[src/rtl/memdep_pkg.sv]
package memdep_pkg;

  typedef enum logic [3:0] {
    OP_IDLE    = 4'd0,
    OP_INS     = 4'd1,
    OP_INS_NS  = 4'd2,
    OP_INS_BAR = 4'd3,
    OP_REGS    = 4'd4,
    OP_NS_RDY  = 4'd5,
    OP_RESCHED = 4'd6,
    OP_REPLAY  = 4'd7,
    OP_DONE    = 4'd8,
    OP_SQUASH  = 4'd9
  } memdep_op_e;

  typedef enum logic [1:0] {
    K_LOAD   = 2'd0,
    K_STORE  = 2'd1,
    K_MEMBAR = 2'd2,
    K_WRBAR  = 2'd3
  } memdep_kind_e;

endpackage

[src/rtl/memdep_free_pick.sv]
// Lowest-index free slot finder.
module memdep_free_pick #(
  parameter int N = 16
) (
  input  logic [N-1:0] busy,
  output logic [N-1:0] grant,
  output logic         any_free
);

  always_comb begin
    grant = '0;
    for (int i = N - 1; i >= 0; i--) begin
      if (!busy[i]) begin
        grant    = '0;
        grant[i] = 1'b1;
      end
    end
  end

  assign any_free = ~&busy;

endmodule

[src/rtl/memdep_seq_cam.sv]
// Sequence-number lookup across live slots; key zero never matches.
module memdep_seq_cam #(
  parameter int N     = 16,
  parameter int SEQ_W = 16
) (
  input  logic [N-1:0]       live,
  input  logic [N*SEQ_W-1:0] seq_flat,
  input  logic [SEQ_W-1:0]   key,
  output logic [N-1:0]       hit_oh,
  output logic               hit
);

  for (genvar g = 0; g < N; g++) begin : g_cmp
    assign hit_oh[g] = live[g] && (key != '0) &&
                       (seq_flat[g*SEQ_W +: SEQ_W] == key);
  end

  assign hit = |hit_oh;

endmodule

[src/rtl/memdep_age_pick.sv]
// Picks the requesting slot holding the smallest sequence number.
module memdep_age_pick #(
  parameter int N     = 16,
  parameter int SEQ_W = 16
) (
  input  logic [N-1:0]       req,
  input  logic [N*SEQ_W-1:0] seq_flat,
  output logic [N-1:0]       gnt,
  output logic [SEQ_W-1:0]   gnt_seq,
  output logic               any_req
);

  always_comb begin
    logic found;
    found   = 1'b0;
    gnt     = '0;
    gnt_seq = '0;
    for (int i = 0; i < N; i++) begin
      if (req[i] && (!found || (seq_flat[i*SEQ_W +: SEQ_W] < gnt_seq))) begin
        gnt     = '0;
        gnt[i]  = 1'b1;
        gnt_seq = seq_flat[i*SEQ_W +: SEQ_W];
        found   = 1'b1;
      end
    end
  end

  assign any_req = |req;

endmodule

[src/rtl/memdep_tracker.sv]
module memdep_tracker
  import memdep_pkg::*;
#(
  parameter int NUM_ENT = 16,
  parameter int SEQ_W   = 16,
  parameter int TID_W   = 1,
  parameter int CNT_W   = 16
) (
  input  logic             clk,
  input  logic             rst_n,
  input  logic             cmd_valid,
  input  logic [3:0]       cmd_op,
  input  logic [1:0]       cmd_kind,
  input  logic [SEQ_W-1:0] cmd_seq,
  input  logic [TID_W-1:0] cmd_tid,
  input  logic [SEQ_W-1:0] cmd_pred,
  input  logic             cmd_regs_rdy,
  output logic             full,
  output logic             rel_valid,
  input  logic             rel_ready,
  output logic [SEQ_W-1:0] rel_seq,
  output logic [TID_W-1:0] rel_tid,
  output logic [CNT_W-1:0] ld_conflicts,
  output logic [CNT_W-1:0] st_conflicts
);

  localparam int FLAT_W = NUM_ENT * SEQ_W;

  memdep_op_e   op;
  memdep_kind_e kind;
  assign op   = memdep_op_e'(cmd_op);
  assign kind = memdep_kind_e'(cmd_kind);

  // Slot state
  logic [NUM_ENT-1:0] valid_q, regs_q, dep_q, held_q, pend_q;
  logic [NUM_ENT-1:0] valid_n, regs_n, dep_n, held_n, pend_n;
  logic [NUM_ENT-1:0] wait_q [NUM_ENT];
  logic [NUM_ENT-1:0] wait_n [NUM_ENT];
  logic [SEQ_W-1:0]   seq_q  [NUM_ENT];
  logic [TID_W-1:0]   tid_q  [NUM_ENT];
  memdep_kind_e       kind_q [NUM_ENT];

  // Barrier state
  logic             ldb_act_q, stb_act_q, ldb_act_n, stb_act_n;
  logic [SEQ_W-1:0] ldb_seq_q, stb_seq_q, ldb_seq_n, stb_seq_n;

  logic [CNT_W-1:0] ld_cnt_q, st_cnt_q, ld_cnt_n, st_cnt_n;

  logic [NUM_ENT-1:0] wr_en;
  logic [NUM_ENT-1:0] kill;

  // Flattened sequence numbers for the lookup helpers
  logic [FLAT_W-1:0] seq_flat;
  for (genvar g = 0; g < NUM_ENT; g++) begin : g_flat
    assign seq_flat[g*SEQ_W +: SEQ_W] = seq_q[g];
  end

  // Slots younger than a squash point in the squashed thread
  logic [NUM_ENT-1:0] younger;
  for (genvar g = 0; g < NUM_ENT; g++) begin : g_young
    assign younger[g] = valid_q[g] && (tid_q[g] == cmd_tid) && (seq_q[g] > cmd_seq);
  end

  // Free slot
  logic [NUM_ENT-1:0] free_oh;
  logic               any_free;
  memdep_free_pick #(.N(NUM_ENT)) u_free (
    .busy     (valid_q),
    .grant    (free_oh),
    .any_free (any_free)
  );

  // Producer choice and lookup
  logic [SEQ_W-1:0] prod_seq;
  always_comb begin
    if (kind == K_LOAD && ldb_act_q)       prod_seq = ldb_seq_q;
    else if (kind == K_STORE && stb_act_q) prod_seq = stb_seq_q;
    else                                   prod_seq = cmd_pred;
  end

  logic [NUM_ENT-1:0] prod_oh;
  logic               prod_hit;
  memdep_seq_cam #(.N(NUM_ENT), .SEQ_W(SEQ_W)) u_prod_cam (
    .live     (valid_q),
    .seq_flat (seq_flat),
    .key      (prod_seq),
    .hit_oh   (prod_oh),
    .hit      (prod_hit)
  );

  // Target lookup for commands naming an existing entry
  logic [NUM_ENT-1:0] tgt_oh;
  logic               tgt_hit;
  memdep_seq_cam #(.N(NUM_ENT), .SEQ_W(SEQ_W)) u_tgt_cam (
    .live     (valid_q),
    .seq_flat (seq_flat),
    .key      (cmd_seq),
    .hit_oh   (tgt_oh),
    .hit      (tgt_hit)
  );

  // Release selection
  logic [NUM_ENT-1:0] pick_oh;
  logic               pick_any;
  memdep_age_pick #(.N(NUM_ENT), .SEQ_W(SEQ_W)) u_age (
    .req      (pend_q),
    .seq_flat (seq_flat),
    .gnt      (pick_oh),
    .gnt_seq  (rel_seq),
    .any_req  (pick_any)
  );

  assign rel_valid = pick_any;

  always_comb begin
    rel_tid = '0;
    for (int i = 0; i < NUM_ENT; i++) begin
      if (pick_oh[i]) rel_tid = tid_q[i];
    end
  end

  assign full         = ~any_free;
  assign ld_conflicts = ld_cnt_q;
  assign st_conflicts = st_cnt_q;

  // Next state
  always_comb begin
    logic [NUM_ENT-1:0] wake;
    logic               is_ins;
    valid_n   = valid_q;
    regs_n    = regs_q;
    dep_n     = dep_q;
    held_n    = held_q;
    pend_n    = pend_q;
    wait_n    = wait_q;
    ldb_act_n = ldb_act_q;
    ldb_seq_n = ldb_seq_q;
    stb_act_n = stb_act_q;
    stb_seq_n = stb_seq_q;
    ld_cnt_n  = ld_cnt_q;
    st_cnt_n  = st_cnt_q;
    wr_en     = '0;
    kill      = '0;
    wake      = '0;
    is_ins    = cmd_valid && (op == OP_INS || op == OP_INS_NS || op == OP_INS_BAR);

    // Accepted release leaves the pending set first
    if (rel_valid && rel_ready) pend_n = pend_n & ~pick_oh;

    if (is_ins && any_free) begin
      wr_en   = free_oh;
      valid_n = valid_n | free_oh;
      held_n  = held_n & ~free_oh;
      pend_n  = pend_n & ~free_oh;
      if (cmd_regs_rdy) regs_n = regs_n | free_oh;
      else              regs_n = regs_n & ~free_oh;
      for (int i = 0; i < NUM_ENT; i++) begin
        if (free_oh[i]) wait_n[i] = '0;
      end
      if (op == OP_INS) begin
        if (prod_hit) begin
          dep_n = dep_n & ~free_oh;
          for (int p = 0; p < NUM_ENT; p++) begin
            if (prod_oh[p]) wait_n[p] = wait_n[p] | free_oh;
          end
          if (kind == K_LOAD)       ld_cnt_n = ld_cnt_q + CNT_W'(1);
          else if (kind == K_STORE) st_cnt_n = st_cnt_q + CNT_W'(1);
        end else begin
          dep_n = dep_n | free_oh;
          if (cmd_regs_rdy) pend_n = pend_n | free_oh;
        end
      end else begin
        dep_n = dep_n & ~free_oh;
      end
      if (op == OP_INS_BAR) begin
        if (kind == K_MEMBAR) begin
          ldb_act_n = 1'b1;
          ldb_seq_n = cmd_seq;
          stb_act_n = 1'b1;
          stb_seq_n = cmd_seq;
        end else if (kind == K_WRBAR) begin
          stb_act_n = 1'b1;
          stb_seq_n = cmd_seq;
        end
      end
    end else if (cmd_valid) begin
      unique case (op)
        OP_REGS: begin
          regs_n = regs_n | tgt_oh;
          pend_n = pend_n | (tgt_oh & dep_q);
        end
        OP_NS_RDY:  pend_n = pend_n | tgt_oh;
        OP_RESCHED: held_n = held_n | tgt_oh;
        OP_REPLAY: begin
          pend_n = pend_n | held_q;
          held_n = '0;
        end
        OP_DONE: begin
          for (int i = 0; i < NUM_ENT; i++) begin
            if (tgt_oh[i] && kind_q[i] != K_LOAD) wake = wake | (wait_q[i] & valid_q);
          end
          dep_n  = dep_n | wake;
          pend_n = pend_n | (wake & regs_q);
          kill   = tgt_oh;
          if (tgt_hit && ldb_act_q && ldb_seq_q == cmd_seq) ldb_act_n = 1'b0;
          if (tgt_hit && stb_act_q && stb_seq_q == cmd_seq) stb_act_n = 1'b0;
        end
        OP_SQUASH: begin
          kill = younger;
          for (int i = 0; i < NUM_ENT; i++) begin
            if (younger[i] && ldb_act_q && seq_q[i] == ldb_seq_q) ldb_act_n = 1'b0;
            if (younger[i] && stb_act_q && seq_q[i] == stb_seq_q) stb_act_n = 1'b0;
          end
        end
        default: ;
      endcase
    end

    // Removal: slot state and every waiter column
    valid_n = valid_n & ~kill;
    pend_n  = pend_n & ~kill;
    held_n  = held_n & ~kill;
    for (int r = 0; r < NUM_ENT; r++) begin
      if (kill[r]) wait_n[r] = '0;
      else         wait_n[r] = wait_n[r] & ~kill;
    end
  end

  // Control registers
  always_ff @(posedge clk or negedge rst_n) begin
    if (!rst_n) begin
      valid_q   <= '0;
      regs_q    <= '0;
      dep_q     <= '0;
      held_q    <= '0;
      pend_q    <= '0;
      ldb_act_q <= 1'b0;
      stb_act_q <= 1'b0;
      ldb_seq_q <= '0;
      stb_seq_q <= '0;
      ld_cnt_q  <= '0;
      st_cnt_q  <= '0;
      for (int i = 0; i < NUM_ENT; i++) wait_q[i] <= '0;
    end else begin
      valid_q   <= valid_n;
      regs_q    <= regs_n;
      dep_q     <= dep_n;
      held_q    <= held_n;
      pend_q    <= pend_n;
      ldb_act_q <= ldb_act_n;
      stb_act_q <= stb_act_n;
      ldb_seq_q <= ldb_seq_n;
      stb_seq_q <= stb_seq_n;
      ld_cnt_q  <= ld_cnt_n;
      st_cnt_q  <= st_cnt_n;
      for (int i = 0; i < NUM_ENT; i++) wait_q[i] <= wait_n[i];
    end
  end

  // Payload registers, written on allocation only
  always_ff @(posedge clk) begin
    for (int i = 0; i < NUM_ENT; i++) begin
      if (wr_en[i]) begin
        seq_q[i]  <= cmd_seq;
        tid_q[i]  <= cmd_tid;
        kind_q[i] <= kind;
      end
    end
  end

endmodule

[config.mk]
export PLATFORM = sky130hd
export DESIGN_NAME = memdep_tracker
export DESIGN_NICKNAME = d
export VERILOG_FILES = /design/src/rtl/memdep_pkg.sv /design/src/rtl/memdep_free_pick.sv /design/src/rtl/memdep_seq_cam.sv /design/src/rtl/memdep_age_pick.sv /design/src/rtl/memdep_tracker.sv
export SDC_FILE = /design/constraint.sdc
export NUM_CORES = 2
export LEC_CHECK = 0
export ABC_AREA = 0
export CAP_MARGIN = 40
export CORE_MARGIN = 10
export CORE_UTILIZATION = 30
export CTS_BUF_LIST = sky130_fd_sc_hd__clkbuf_2 sky130_fd_sc_hd__clkbuf_4 sky130_fd_sc_hd__clkbuf_8
export CTS_CLUSTER_DIAMETER = 40
export DETAILED_ROUTE_END_ITERATION = 12
export DONT_BUFFER_PORTS = 1
export GPL_ROUTABILITY_DRIVEN = 1
export GPL_TIMING_DRIVEN = 0
export SLEW_MARGIN = 40
export SYNTH_ARGS = -nofsm -noshare
export SYNTH_HDL_FRONTEND = slang
export SYNTH_SLANG_ARGS = --single-unit
export TNS_END_PERCENT = 1
[constraint.sdc]
create_clock -name clk -period 66.7 [get_ports clk]
set_input_delay 20.01 -clock clk [delete_from_list [all_inputs] [get_ports clk]]
set_output_delay 20.01 -clock clk [all_outputs]
set_load 0.05 [all_outputs]
==> metrics.md <==
| Metric | Value |
|---|---|
| DRC errors left | 0 |
| Final nets | 6733 |
| Worst-Margin Slew | 1.03 ns |
| Arrival time at the worst endpoint | 43.86 ns |
| Critical Path Start Type | flop |
| Core footprint | 0.180 sq mm |
| Crit share post-route | 95.8% |
| CP max-delay cell | nor4_2 |
| Num rows | 156 |
| Layout cells sized above 1 | 11.6% |
| Synthesized net count | 6522 |
| Crit path top cell by count | a21oi_1 |
| Gate count of the mapped netlist | 6009 |
| Register area share after synthesis | 35.4% |
| Vias in the first global route | 52.5k |
| Synth warnings | 0 |
| DR vias | 55.8k |
| Commonest non-fill, non-tap cell in the layout | xnor2_1 |
| Die W | 445 microns |
| Synth Flop Type | dfrtp_1 |
| Clock transition at path regs | 0.07 ns |
| Detailed Place HPWL | 226 mm |
| Via density | 6.39 |
| Status | finished, final reports clean |
| Fmax | 15.7 MHz |
| CP top delay family | compound AO/OA/AOI/OAI gates |
| CTS tree | yes |
| Final Util | 34.6% |
| Post-DR wirelength/cell | 36.3 microns |
| DRT Pass-1 Iters | 6 |
| Worst Hold Class | reg -> reg |
| Worst Slack Setup Final | 2.83 ns |
| First-pass GRT wire length | 428 mm |
| CTS HTree Levels | 4 |
| Top post-synthesis cells by area | dfrtp_1, edfxtp_1, ha_1 |
| DIE HEIGHT | 445 microns |
| Largest net degree at the start of global routing | 403 |
| Kind of end point of the critical path | output port |
| Slew margin rel. | 30.8% |
| Yosys cell types | 105 |
| Post-Syn Area | 0.0542 sq mm |
| Max Cap Violations | 0 |
| Iter 0 DRT Violations | 9337 |
| Period minus WS final | 63.87 ns |
| Critical Path Fanout Max | 19 |
| Final setup fails | 0 |
| Final Non-Filler Cells | 8731 |
| P&R area growth vs syn | 15.2% |
| Clk_skew | 0.0633 ns |
| CTS Buffer Depth | 3 |
| Leading area contributor after synthesis | dfrtp_1 |
| Synthesized area per cell | 9.03 sq um |
| Fin. max-slew vios | 0 |
| Max rail drop VDD | 0.0217 mV |
| DIE AREA | 0.198 sq mm |
| Routed wire length | 317 mm |
| Clock Tree Root | clkbuf_8 |
| CP required | 46.69 ns |
| Clock Latency Late Sink | 0.98 ns |
| Initial antenna violation count | 36 |
| Congestion Overflow GR | 0 |
| EDFF count, synth | 304 |
| Setup TNS | 0 ns |
| Gr usage total | 30.6% |
| Gp weighted congestion | 1.04 |
| Critical path class | reg -> out |
| CP bufs+invs | 36 |
| Post-synth ARST share | 56.9% |
| Inst Count DP | 8439 |
| Sink Count | 706 |
| Starting Density | 30.1% |
| CTS Buf Count | 145 |
| Routed Antenna Nets | 0 |
| Slowest stage delay, CP | 0.59 ns |
| P per Cell Area | 23.3 mW/mm^2 |
| Most frequent cells in the layout | xnor2_1, ha_1, a21oi_1 |
| DP Worst Slack | 0.645 ns |
| Post-synth top area share | 18.5% |
| I/O Pins | 95 |
| P_leak | 24.5 nW |
| IO Port Bufs | 0 |
| Flops & latches, synth | 706 |
| Final Hold Viols | 0 |
==> cells in the mapped netlist, types with 9 or more instances <==
master	n
xnor2_1	545
ha_1	469
a21oi_1	462
nor2_1	419
dfrtp_1	402
nand2_1	390
nor3_1	330
edfxtp_1	304
xor2_1	303
nand4_1	287
clkbuf_1	271
inv_1	263
o21ai_0	243
a22oi_1	210
nand3_1	144
nor4_1	90
nor2b_1	85
mux2i_1	81
nand2b_1	77
a21o_1	72
and3_1	58
a221oi_1	44
a22o_1	39
mux2_2	38
and4_1	36
buf_1	30
a31oi_1	25
o22ai_1	21
a211oi_1	20
and2_1	18
o21ai_1	17
o211ai_1	16
o21a_1	15
or2_2	14
or3_1	12
a211o_1	9
o31ai_1	9
==> tightest hold or removal path: cells and delay by family (launching register included) <==
kind / cells / cell delay, ns
and+or+nand+nor: 2 / 0.09
DFF: 1 / 0.38
==> through the flow <==
step | cell area, sq um | hold WS [ns] | total power, mW
3_5_place_dp | 59100 | 0.487 | 0.920
5_1_grt | 62500 | 0.520 | 1.49
3_3_place_gp | 57200 | 0.483 | 0.898
2_1_floorplan | 54200 | 0.454 | 0.745
4_1_cts | 62300 | 0.497 | 1.43
6_report | 62500 | 0.501 | 1.46
==> timing repair <==
| action | in CTS | in global routing |
|---|---|---|
| endpoints found under the setup margin | 17 | 17 |
| gates resized for setup | 2 | 40 |
| pin swaps | 0 | 1 |
| hold buffers | 0 | 0 |
| buffers inserted | 0 | 3 |
==> report_power, final <==
part           internal (mW)  switching [mW]
Clock                  0.282           0.237
Sequential             0.465          0.0129
Combinational          0.140           0.319
Total                  0.886           0.569
==> worst paths after layout <==
check	from	end	slack, ns	cells after the start
min	wait_q[75]$_DFF_PN0_	wait_q[75]$_DFF_PN0_	0.50	2
max reg2reg	pend_q[0]$_DFF_PN0_	pend_q[0]$_DFF_PN0_	23.97	202
min reg2reg	wait_q[75]$_DFF_PN0_	wait_q[75]$_DFF_PN0_	0.50	2
min in group asynchronous	rst_n	wait_q[191]$_DFF_PN0_	18.75	0
max in group asynchronous	rst_n	held_q[7]$_DFF_PN0_	47.41	0
max	pend_q[0]$_DFF_PN0_	rel_seq[7]	2.83	205
==> flip-flops by register name, summed over array words and instances, names as in the netlist, named ones only <==
| name | count |
|---|---|
| wait_q | 256 |
| held_q | 16 |
| st_conflicts | 16 |
| seq_q | 256 |
| stb_act_q | 1 |
| pend_q | 16 |
| ldb_act_q | 1 |
| tid_q | 16 |
| valid_q | 16 |
| ld_conflicts | 16 |
| kind_q | 32 |
| stb_seq_q | 16 |
| ldb_seq_q | 16 |
==> layout make-up <==
cell class                      instances  area (sq um)
Inverter                              263           990
Buffer                                311          1410
Sequential cell                       706         19200
Clock buffer                          190          2450
Multi-Input combinational cell       4727         33700
Antenna cell                           19          47.5
Clock inverter                         79           772
Fill cell                           18485        118000
Tap cell                             2370          2970
Timing Repair Buffer                   66           923
==> metal layers <==
layer	track usage, %	wire [microns]
met1	37.6	117000
met2	43.3	128000
met3	11.2	43200
met4	23.1	28800
met5	0.240	145
==> cell families (layout without fill, tap and decap cells) <==
logic type / after synthesis / in the layout / share of synthesized area, %
other: 0 / 19 / 0
buffers and inverters: 576 / 909 / 4.05
and+or+nand+nor: 1992 / 1992 / 18.5
DFF: 706 / 706 / 35.4
AOI/OAI and AO/OA: 1296 / 1296 / 15.2
adders and majority gates: 470 / 470 / 10.8
muxes: 121 / 121 / 2.35
xor gates and xnor gates: 848 / 848 / 13.7
(Power assumes the default switching activity.)
